[config.mk]
export PLATFORM = sky130hd
export DESIGN_NAME = qgov_ctrl
export DESIGN_NICKNAME = d
export VERILOG_FILES = /design/src/rtl/qgov_pkg.sv /design/src/rtl/qgov_datapath.sv /design/src/rtl/qgov_decide.sv /design/src/rtl/qgov_ctrl.sv
export SDC_FILE = /design/constraint.sdc
export NUM_CORES = 1
export LEC_CHECK = 0
export CELL_PAD_IN_SITES_DETAIL_PLACEMENT = 1
export CELL_PAD_IN_SITES_GLOBAL_PLACEMENT = 1
export CORE_AREA = 4 4 114 116
export DETAILED_ROUTE_END_ITERATION = 8
export DIE_AREA = 0 0 118 120
export DONT_BUFFER_PORTS = 1
export MAX_ROUTING_LAYER = met4
export PLACE_DENSITY_LB_ADDON = 0.1
export SLEW_MARGIN = 20
export SYNTH_ARGS = -nofsm -noshare
export SYNTH_HDL_FRONTEND = slang
export SYNTH_HIERARCHICAL = 1
export SYNTH_SLANG_ARGS = --single-unit
[constraint.sdc]
create_clock -name clk -period 12.23 [get_ports clk]
set_clock_uncertainty 0.05 [all_clocks]
set_input_delay 2.446 -clock clk [delete_from_list [all_inputs] [get_ports clk]]
set_output_delay 2.446 -clock clk [all_outputs]
set_load 0.03 [all_outputs]
[src/rtl/qgov_pkg.sv]
package qgov_pkg;

  // Strobes from the decision logic to the datapath
  typedef struct packed {
    logic latch;     // close the interval: store sum, register level
    logic stepUp;    // add the reaction step
    logic stepDn;    // subtract a step
    logic useDecay;  // subtract the decay step instead of the reaction step
  } govCmd_t;

endpackage

[src/rtl/qgov_datapath.sv]
module qgov_datapath
  import qgov_pkg::*;
#(
  parameter int OCC_W   = 6,
  parameter int SUM_W   = 16,
  parameter int LVL_W   = 9,
  parameter int LVL_MAX = 319,
  parameter int LVL_MIN = 0
) (
  input  logic             clk,
  input  logic             rstN,
  input  logic [OCC_W-1:0] occupancy,
  input  logic [SUM_W-1:0] devThresh,
  input  logic [LVL_W-1:0] reactStep,
  input  logic [LVL_W-1:0] decayStep,
  input  govCmd_t          cmd,
  output logic             riseFlag,
  output logic             fallFlag,
  output logic             atMax,
  output logic             atMin,
  output logic [LVL_W-1:0] level,
  output logic             levelValid
);

  localparam logic [LVL_W-1:0] MAX_L  = LVL_W'(LVL_MAX);
  localparam logic [LVL_W:0]   MAX_WL = (LVL_W+1)'(LVL_MAX);

  logic [SUM_W-1:0] accSum, prevSum, sumNow, riseAmt, fallAmt;
  logic [SUM_W:0]   accWide;
  logic [LVL_W-1:0] stepAmt, lvlUp, lvlDn;
  logic [LVL_W:0]   upWide;

  // Saturating running sum, counting the current cycle
  assign accWide = {1'b0, accSum} + (SUM_W+1)'(occupancy);
  assign sumNow  = accWide[SUM_W] ? '1 : accWide[SUM_W-1:0];

  assign riseAmt  = sumNow - prevSum;
  assign fallAmt  = prevSum - sumNow;
  assign riseFlag = (sumNow > prevSum) && (riseAmt > devThresh);
  assign fallFlag = (prevSum > sumNow) && (fallAmt > devThresh);

  assign stepAmt = cmd.useDecay ? decayStep : reactStep;
  assign upWide  = {1'b0, level} + {1'b0, stepAmt};
  assign lvlUp   = (upWide > MAX_WL) ? MAX_L : upWide[LVL_W-1:0];
  assign atMax   = (level == MAX_L);

  generate
    if (LVL_MIN == 0) begin : g_zeroFloor
      assign lvlDn = (stepAmt > level) ? '0 : level - stepAmt;
      assign atMin = (level == '0);
    end else begin : g_raisedFloor
      logic [LVL_W-1:0] room;
      assign room  = level - LVL_W'(LVL_MIN);
      assign lvlDn = (stepAmt > room) ? LVL_W'(LVL_MIN) : level - stepAmt;
      assign atMin = (level == LVL_W'(LVL_MIN));


      floor_hold_chk: assert property (@(posedge clk) disable iff (!rstN)
        level >= LVL_W'(LVL_MIN));
    end
  endgenerate

  always_ff @(posedge clk or negedge rstN) begin
    if (!rstN) begin
      accSum     <= '0;
      prevSum    <= '0;
      level      <= MAX_L;
      levelValid <= 1'b0;
    end else begin
      levelValid <= cmd.latch;
      if (cmd.latch) begin
        accSum  <= '0;
        prevSum <= sumNow;
        if (cmd.stepUp)      level <= lvlUp;
        else if (cmd.stepDn) level <= lvlDn;
      end else begin
        accSum <= sumNow;
      end
    end
  end


  ceiling_hold_chk: assert property (@(posedge clk) disable iff (!rstN)
    level <= MAX_L);


  valid_pulse_chk: assert property (@(posedge clk) disable iff (!rstN)
    cmd.latch |=> levelValid);


  idle_quiet_chk: assert property (@(posedge clk) disable iff (!rstN)
    !cmd.latch |=> (!levelValid && $stable(level)));

endmodule

[src/rtl/qgov_decide.sv]
module qgov_decide
  import qgov_pkg::*;
#(
  parameter int PERF_W = 8,
  parameter int ES_W   = 4
) (
  input  logic              clk,
  input  logic              rstN,
  input  logic              intervalEnd,
  input  logic              riseFlag,
  input  logic              fallFlag,
  input  logic              atMax,
  input  logic              atMin,
  input  logic [PERF_W-1:0] perfLoss,
  input  logic [PERF_W-1:0] perfThresh,
  input  logic [ES_W-1:0]   endstopLimit,
  output govCmd_t           cmd
);

  logic [ES_W-1:0] endCnt;
  logic [ES_W:0]   cntPlus;
  logic atLimit, esHit, forced, forcedUp, forcedDn, perfOk;

  assign atLimit  = atMax | atMin;
  assign cntPlus  = {1'b0, endCnt} + (ES_W+1)'(1);
  assign esHit    = (endstopLimit != '0) && (cntPlus >= {1'b0, endstopLimit});
  assign forced   = intervalEnd & atLimit & esHit;
  assign forcedDn = forced & atMax;
  assign forcedUp = forced & ~atMax;
  assign perfOk   = (perfLoss < perfThresh);

  always_comb begin
    cmd.latch    = intervalEnd;
    cmd.stepUp   = forcedUp | (intervalEnd & ~forced & riseFlag);
    cmd.stepDn   = forcedDn | (intervalEnd & ~forced & ~riseFlag & perfOk);
    cmd.useDecay = ~forced & ~riseFlag & ~fallFlag;
  end

  always_ff @(posedge clk or negedge rstN) begin
    if (!rstN) begin
      endCnt <= '0;
    end else if (!atLimit) begin
      endCnt <= '0;
    end else if (intervalEnd) begin
      if (forced)           endCnt <= '0;
      else if (endCnt != '1) endCnt <= endCnt + 1'b1;
    end
  end


  endstop_bound_chk: assert property (@(posedge clk) disable iff (!rstN)
    (endstopLimit != '0 && $stable(endstopLimit) && $past(endCnt) < endstopLimit)
      |-> endCnt < endstopLimit);


  endstop_clear_chk: assert property (@(posedge clk) disable iff (!rstN)
    !atLimit |=> endCnt == '0);

endmodule

[src/rtl/qgov_ctrl.sv]
module qgov_ctrl
  import qgov_pkg::*;
#(
  parameter int OCC_W   = 6,
  parameter int CNT_W   = 10,
  parameter int PERF_W  = 8,
  parameter int ES_W    = 4,
  parameter int LVL_MAX = 319,
  parameter int LVL_MIN = 0,
  localparam int SUM_W  = OCC_W + CNT_W,
  localparam int LVL_W  = $clog2(LVL_MAX + 1)
) (
  input  logic              clk,
  input  logic              rstN,
  input  logic [OCC_W-1:0]  occupancy,
  input  logic              intervalEnd,
  input  logic [PERF_W-1:0] perfLoss,
  input  logic [SUM_W-1:0]  devThresh,
  input  logic [LVL_W-1:0]  reactStep,
  input  logic [LVL_W-1:0]  decayStep,
  input  logic [PERF_W-1:0] perfThresh,
  input  logic [ES_W-1:0]   endstopLimit,
  output logic [LVL_W-1:0]  level,
  output logic              levelValid
);

  govCmd_t cmd;
  logic riseFlag, fallFlag, atMax, atMin;

  qgov_decide #(.PERF_W(PERF_W), .ES_W(ES_W)) uDecide (
    .clk(clk), .rstN(rstN), .intervalEnd(intervalEnd),
    .riseFlag(riseFlag), .fallFlag(fallFlag), .atMax(atMax), .atMin(atMin),
    .perfLoss(perfLoss), .perfThresh(perfThresh), .endstopLimit(endstopLimit),
    .cmd(cmd)
  );

  qgov_datapath #(
    .OCC_W(OCC_W), .SUM_W(SUM_W), .LVL_W(LVL_W),
    .LVL_MAX(LVL_MAX), .LVL_MIN(LVL_MIN)
  ) uPath (
    .clk(clk), .rstN(rstN), .occupancy(occupancy), .devThresh(devThresh),
    .reactStep(reactStep), .decayStep(decayStep), .cmd(cmd),
    .riseFlag(riseFlag), .fallFlag(fallFlag), .atMax(atMax), .atMin(atMin),
    .level(level), .levelValid(levelValid)
  );


  perf_gate_chk: assert property (@(posedge clk) disable iff (!rstN)
    (intervalEnd && perfLoss >= perfThresh && level != LVL_W'(LVL_MAX))
      |=> level >= $past(level));

endmodule

# Yosys cells after proc, flatten, opt, wreduce, memory -nomap -nowiden
# Index checks and enable logic that the tools add are counted.
dict set report word_totals {
  regBits 46
  out_inout_bits 10
  wordCells 60
}
dict set report classes {
  add_sub_neg 7
  order_cmp 8
  n_eq_ne 4
  muxes 11
  n_bitwise 17
  reduce_logical 8
}
# op count
set op_table {}
lappend op_table {{greater-than comparator 16 bit} 4}
lappend op_table {{two-way mux 9 bit} 5}
lappend op_table {{two-way mux 16 bit} 2}
lappend op_table {{subtractor 16 bit} 2}
lappend op_table {{adder 16 x 6 -> 17 bit} 1}
lappend op_table {{two-way mux 4 bit} 4}
lappend op_table {{adder 9 x 9 -> 10 bit} 1}
lappend op_table {{bitwise AND 1 bit} 10}
lappend op_table {{greater-than comparator 10 x 9 -> 1 bit (second input constant)} 1}
lappend op_table {{== test 9 bit (second input constant)} 1}
lappend op_table {{greater-than comparator 9 bit} 1}
lappend op_table {{logical NOT 9 bit} 1}
lappend op_table {{subtractor 9 bit} 1}
lappend op_table {{less-than comparator 8 bit} 1}
lappend op_table {{adder 4 x 1 -> 5 bit (second input constant)} 1}
lappend op_table {{greater-or-equal comparator 5 x 4 -> 1 bit} 1}
lappend op_table {{adder 4 x 1 -> 4 bit (second input constant)} 1}
lappend op_table {{!= test 4 bit (second input constant)} 1}
lappend op_table {{NOT 1 bit} 4}
lappend op_table {{AND reduction 2 bit} 2}
lappend op_table {{nonzero test 4 bit} 1}
lappend op_table {{logical AND 1 bit} 3}
lappend op_table {{!= test 3 bit (second input constant)} 1}
lappend op_table {{bitwise OR 1 bit} 3}
lappend op_table {{2 further kinds} 2}

# Longest topological paths before layout
# Gate-level depths: netlist of run 1.
dict set report depth {
  depth_word 13
  depth_mapped 35
}

# Cells and area by module
# The synthesis of run 1 kept the hierarchy.
# module n_inst cells_per_inst area_each_um2 seq_area_each_um2
set by_module_without_submodules {}
lappend by_module_without_submodules {qgov_datapath 1 700 5778.0 1059.8}
lappend by_module_without_submodules {qgov_decide 1 69 560.5 100.1}

# Least setup slack after synthesis of run 1
# OpenSTA, ideal clock, no wires.
dict set report synth_path {
  path_kind {input-to-reg}
  startpoint {input occupancy[0]}
  endpoint {register uPath.level[2]}
  setup_time_ns 0.095
  t_arrival_ns 9.858
  required_time_ns 12.085
  slack_ns 2.227
  path_stages 31
  path_buffers 3
  cell_sequence {ha_1 -> fa_1 -> a21o_1 -> a21o_2 -> a21oi_2 -> buf_2 -> o21ai_0 -> mux2_2 -> ha_1 -> clkbuf_1 -> or2_2 -> o311a_1 -> or4b_1 -> o311ai_1 -> ha_1 -> and4_1 -> a221o_1 -> a221oi_1 -> o21ai_0 -> and3_1 -> a211oi_1 -> clkbuf_1 -> mux2_2 -> ha_1 -> fa_1 -> nor2b_2 -> o21a_1 -> o311ai_1 -> nand4_1 -> a221oi_4 -> a31oi_1}
}
# item line
set synth_lines {}
lappend synth_lines {{from (decl)} qgov_ctrl.sv:15} ;# input logic [OCC_W-1:0] occupancy,
lappend synth_lines {{to (signal assigned)} qgov_datapath.sv:74} ;# if (cmd.stepUp) level <= lvlUp;
lappend synth_lines {{to (signal assigned)} qgov_datapath.sv:75} ;# else if (cmd.stepDn) level <= lvlDn;
lappend synth_lines {{to (decl)} qgov_datapath.sv:21} ;# output logic [LVL_W-1:0] level,

==> summary.txt, run 1 <==
Vias in the first global route - 6064
Clock slew at the register clock pins of the worst setup and hold paths - 70 ps
Fillers - 1463
Met2 global-route usage - 0.462
Clock buffer count from CTS - 5
Post-CTS Setup Inserts - 0
Via density - 6.26
Critical path startpoint category - input pin
RD Place Congestion - 0.945
TritonRoute pass-1 iters - 4
First-pass GRT wire length - 29700 µm
Tcrit/Tclk final - 0.892
CTS Hold Bufs - 0
Row cnt - 40
Area of the core - 11900 µm²
Mapped cell area - 6340 µm²
Logic pwr share - 0.796
Top-level port count - 73
GR Util met1 - 0.302
Overflow after GRT - 0
Antenna Cells - 0
Yosys top cell area share - 0.193
Kind of end point of the critical path - flop
Pint - 0.953 mW
Worst slew margin - 0.297
Root Buffer - clkbuf_16
H-Tree Depth - 2
Synth top cells by count - ha_1 (98), inv_1 (74), nor2_1 (74)
DP Worst Slack - 1080 ps
Final Hold Vio Count - 0
Maximum VDD drop - 0.202 mV
Crit-path most repeated cell - ha_1
DR WL/cell - 20.0 µm
Min-Delay Path Class - reg -> reg
Die height - 120 µm
Slowest cell on the critical path - a21oi_2
Area Overhead vs Synth - 3.14%
Initial DRC count - 182
Met3 usage - 0.0240
CTS tree - yes
Mapped Nets - 935
Synthesized instance count - 769
CTS resizes - 0
CTS sink cnt - 46
Clk pwr share - 0.076
CP arrival - 11070 ps
Yosys cell types - 90
CP required - 12380 ps
Outcome - complete, no violations
RSZ-0062 raised after global routing - no
FF+latch count, synth - 46
Final setup violation count - 0
Post-synth EDFFs - 0
Clock Tree Buf Depth - 2
WHS Path Cells - 2
Post-synthesis sequential area ratio - 0.183
Synth warnings - 6
Crit-path max FO - 14
# port buffers - 0
Final max-slew violation count - 0
Die W - 118 µm
Switching fraction of total power - 0.527
DIE AREA - 14200 µm²
Antenna violations before repair - 0
Final #Nets - 916
Post-route ant nets - 0
Largest cells by area after synthesis - ha_1 (19%), dfrtp_1 (15%), inv_1 (4.4%)
Worst-Skew Late Latency - 290 ps
Total negative slack - 0 ps
Cell taking the most area after synthesis - ha_1
Max Freq - 91.6 MHz
Layout cells sized above 1 - 0.0932
Async S/R FF share, synth - 1.00
Most frequent cell after synthesis - ha_1
Final WL - 17900 µm
Initial Util - 0.532
Largest net degree at the start of global routing - 53
Global routing's busiest layer - met2
Avg Cell Area, Syn - 8.24 µm²
Max incr delay on CP - 550 ps
Post-route DRC - 0
Psw - 1.06 mW
Leakage - 3.27 nW
MaxCap Viol Count - 0
Commonest register cell after synthesis - dfrtp_1
Flop pwr share - 0.128
Global Route Usage Sum - 0.260
PwrDens - 308 nW/µm²
R2R depth - 32
Setup WS post-layout - 1320 ps
Tmin final - 10920 ps
HPWL Detailed - 14800 µm
Worst slew pin tran - 1050 ps
Routed vias - 5624
Critical path type - in -> reg
power by group through the flow:
stage	logic, mW	registers [mW]	clock network (mW)
final	1.60	0.257	0.154
after detailed placement	1.60	0.260	0
after CTS	1.60	0.258	0.158
after global routing	1.79	0.261	0.166
after global placement	1.52	0.256	0
after floorplan	1.26	0.242	0
worst paths after layout:
check                            startpoint               end  slack (ps)
setup / recovery               occupancy[0]    uPath/level[2]        1320
hold / removal             uPath/prevSum[8]  uPath/prevSum[8]         510
setup reg to reg            uPath/accSum[0]    uPath/level[2]        3100
hold reg to reg            uPath/prevSum[8]  uPath/prevSum[8]         510
max in group asynchronous              rstN    uPath/level[2]       10140
min in group asynchronous              rstN  uPath/prevSum[8]        1800
through the flow:
step | total power, mW | cell area [µm²] | util | std cells | hold slack (ps)
2_1_floorplan | 1.50 | 6340 | - | 769 | 466
3_3_place_gp | 1.78 | 6370 | 0.535 | 890 | 480
3_5_place_dp | 1.86 | 6370 | 0.535 | 890 | 502
4_1_cts | 2.02 | 6540 | 0.549 | 898 | 515
5_1_grt | 2.22 | 6540 | 0.549 | 898 | 539
6_report | 2.01 | 6540 | 0.549 | 898 | 512
area by class of cell:
cell class	count	area (µm²)	area share
Clock inverter	1	30.0	0.00459
Multi-Input combinational cell	610	4700	0.718
Timing Repair Buffer	2	15.0	0.00230
Clock buffer	7	133	0.0203
Inverter	85	319	0.0488
Tap cell	147	184	0.0281
Sequential cell	46	1160	0.177
per-layer routing:
metal | part of all wire | vias up
met4 | 0.036 | 0
met1 | 0.43 | 2731
li1 | - | 2712
met2 | 0.51 | 132
met3 | 0.031 | 49
met5 | 0 | -
layout by cell type (no fill, tap or decap), types with 8 or more instances in the layout:
cell      netlist  layout
o21bai_1       11      11
o21ai_0        33      33
nor3_1         19      19
a211oi_1       11      10
a21oi_1        43      43
o21a_1         12      12
inv_1          74      74
nor2b_1         9       9
mux2i_1        20      20
nand2b_1        8       8
xnor2_1        21      21
o211ai_1        8       8
nand2_1        35      35
nand4_1        13      13
nand3_1        15      15
a21o_1         30      30
dfrtp_1        39      39
xor2_1         19      19
inv_2          11      11
nor2_1         74      74
mux2_2         10      10
ha_1           98      98
cells by family after synthesis:
kind of cell | after synthesis | synth area share
AOI/OAI and AO/OA | 220 | 0.253
and+or+nand+nor | 217 | 0.173
buffers and inverters | 113 | 0.0768
adders and majority gates | 103 | 0.209
DFF | 46 | 0.183
xor gates and xnor gates | 40 | 0.0553
muxes | 30 | 0.0493
registers in the layout (all words and copies together), names as in the netlist:
register	cells
uPath/levelValid	1
uPath/accSum	16
uPath/level	9
uPath/prevSum	16
uDecide/endCnt	4
worst max-delay path, delay by kind of cell:
kind                       cells  cell delay (ps)
muxes                          1              430
buffers and inverters          3              550
adders and majority gates      5             1660
and+or+nand+nor                8             1750
AOI/OAI and AO/OA             15             4220
Power figures use the tool's default switching activity.
==> inputs of run 2 (changes only) <==
--- a/config.mk
+++ b/config.mk
@@ -12,7 +12,7 @@
 export DIE_AREA = 0 0 118 120
 export DONT_BUFFER_PORTS = 1
 export MAX_ROUTING_LAYER = met4
-export PLACE_DENSITY_LB_ADDON = 0.1
+export PLACE_DENSITY = 0.89
 export SLEW_MARGIN = 20
 export SYNTH_ARGS = -nofsm -noshare
 export SYNTH_HDL_FRONTEND = slang
==> summary.txt, run 2 (synthesized netlist as in run 1, its figures left out) <==
DR WL/cell - 21.7 µm (+8.6%)
Clock buffer count from CTS - 5 (unchanged)
Flop pwr share - 0.125 (-0.003)
Leakage - 3.29 nW (+0.37%)
CP required - 12380 ps (about the same)
Largest net degree at the start of global routing - 53 (unchanged)
Reg area - 1160 µm² (unchanged)
Top Registers - uPath/accSum (16), uPath/prevSum (16), uPath/level (9)
HPWL Detailed - 15700 µm (+6.5%)
Overflow after GRT - 0 (unchanged)
Min-Delay Path Class - reg -> reg
Critical path type - in -> reg
Final setup violation count - 0 (unchanged)
Global Route Usage Sum - 0.284 (+0.0234)
Slowest cell on the critical path - a221oi_2
Antenna violations before repair - 0 (unchanged)
Pwr Total - 2.06 mW (+2.1%)
RD Place Congestion - 0.930 (-1.5%)
CTS Hold Bufs - 0 (unchanged)
CTS sink cnt - 46 (unchanged)
Area occupied by multi-input gates - 4700 µm² (unchanged)
Most frequent cells in the layout - ha_1 (98), inv_1 (74), nor2_1 (74)
Met3 WL post-DR - 891 µm (+63%)
Root Buffer - clkbuf_16
Via density - 6.42 (+2.5%)
Vias in the first global route - 6250 (+3.1%)
Max Freq - 89.7 MHz (-2.1%)
R2R setup slack - 2840 ps (-260 ps)
Met2 routed WL - 10000 µm (+10%)
Layout cells sized above 1 - 0.0971 (+0.00387)
Fin util - 0.551 (+0.00168)
Psw - 1.10 mW (+3.8%)
CTS tree - yes
Maximum VDD drop - 0.250 mV (+24%)
Routed vias - 5779 (+2.8%)
Die height - 120 µm (unchanged)
Crit-path most repeated cell - ha_1
MaxCap Viol Count - 0 (unchanged)
First-pass GRT wire length - 32100 µm (+7.9%)
Fillers - 1449 (-0.96%)
Crit-path max FO - 14 (unchanged)
Final max-slew violation count - 0 (unchanged)
Post-route DRC - 0 (unchanged)
Fin Hold WS - 519 ps (+6.60 ps)
Top-level port count - 73 (unchanged)
Tcrit/Tclk final - 0.912 (+0.0194)
Post-CTS Setup Inserts - 0 (unchanged)
Area of the core - 11900 µm² (unchanged)
Total negative slack - 0 ps (unchanged)
Max incr delay on CP - 660 ps (+110 ps)
PwrDens - 314 nW/µm² (+1.8%)
Final WL - 19500 µm (+8.8%)
TritonRoute pass-1 iters - 5 (+1)
Area Overhead vs Synth - 3.45%
# port buffers - 0 (unchanged)
Outcome - complete, no violations
Worst slew margin - 0.512 (+0.214)
Critical path startpoint category - input pin
Final #Nets - 917 (+0.11%)
Clock slew at the register clock pins of the worst setup and hold paths - 70 ps (about the same)
Final Hold Vio Count - 0 (unchanged)
Clock Tree Buf Depth - 2 (unchanged)
CP arrival - 11300 ps (+230 ps)
Die W - 118 µm (unchanged)
Row cnt - 40 (unchanged)
Kind of end point of the critical path - flop
Initial DRC count - 420 (+130%)
Post-route ant nets - 0 (unchanged)
Uppermost layer routed - met4
RSZ-0062 raised after global routing - no
Commonest non-fill, non-tap cell in the layout - ha_1
H-Tree Depth - 2 (unchanged)
Logic pwr share - 0.796 (about the same)
Pint - 0.956 mW (+0.34%)
Tmin final - 11150 ps (+238 ps)
Clk pwr share - 0.079 (+0.003)
Switching fraction of total power - 0.535 (+0.00838)
Routed met1 length - 8190 µm (+7.5%)
Worst-Skew Late Latency - 300 ps (about the same)
CTS resizes - 0 (unchanged)
Initial Util - 0.532 (unchanged)
DIE AREA - 14200 µm² (unchanged)
Worst slew pin tran - 732 ps (-322 ps)
[run 2: layer usage]
layer / GRT usage / vias to the layer above
met5: - / -
met4: 0.0733 / 0
met3: 0.0415 / 28
met2: 0.515 / 182
met1: 0.329 / 2847
li1: - / 2722
[run 2: path summary, 6_finish.rpt]
path | start | endpoint | cells past startpoint
worst max-delay path | occupancy[0] | uPath/level[2] | 32
worst min-delay path | uDecide/endCnt[1] | uDecide/endCnt[1] | 2
worst max register to register | uPath/accSum[0] | uPath/level[2] | 32
worst min register to register | uDecide/endCnt[1] | uDecide/endCnt[1] | 2
max in group asynchronous | rstN | uPath/level[2] | 0
min in group asynchronous | rstN | uPath/prevSum[14] | 0
[run 2: area by class of cell]
cell class / count / share of cell area
Multi-Input combinational cell: 610 / 0.716
Sequential cell: 46 / 0.177
Inverter: 85 / 0.0487
Tap cell: 147 / 0.0280
Clock buffer: 5 / 0.0191
Clock inverter: 3 / 0.00725
Timing Repair Buffer: 3 / 0.00343
Antenna cell: 1 / 0.000382
[run 2: power by group through the flow]
| stage | clock network [mW] | logic, mW | registers [mW] |
|---|---|---|---|
| after global placement | 0 | 1.52 | 0.257 |
| final | 0.163 | 1.64 | 0.258 |
| after global routing | 0.172 | 1.81 | 0.263 |
| after CTS | 0.166 | 1.63 | 0.258 |
| after floorplan | 0 | 1.26 | 0.242 |
| after detailed placement | 0 | 1.61 | 0.260 |
[run 2: through the flow]
stage          area (µm²)  cells  worst slack [ps]
2_1_floorplan        6340    769              2230
3_3_place_gp         6380    891              1520
3_5_place_dp         6380    891               956
4_1_cts              6560    899              1170
5_1_grt              6560    899               588
6_report             6560    900              1080
[run 2: worst max-delay path: cells and delay by family]
kind	cells	cell delay, ps
AND/OR/NAND/NOR	8	1680
AO/OA/AOI/OAI	15	4440
buffers and inverters	3	580
multiplexers	1	440
adder cells (fa/ha/maj)	5	1700
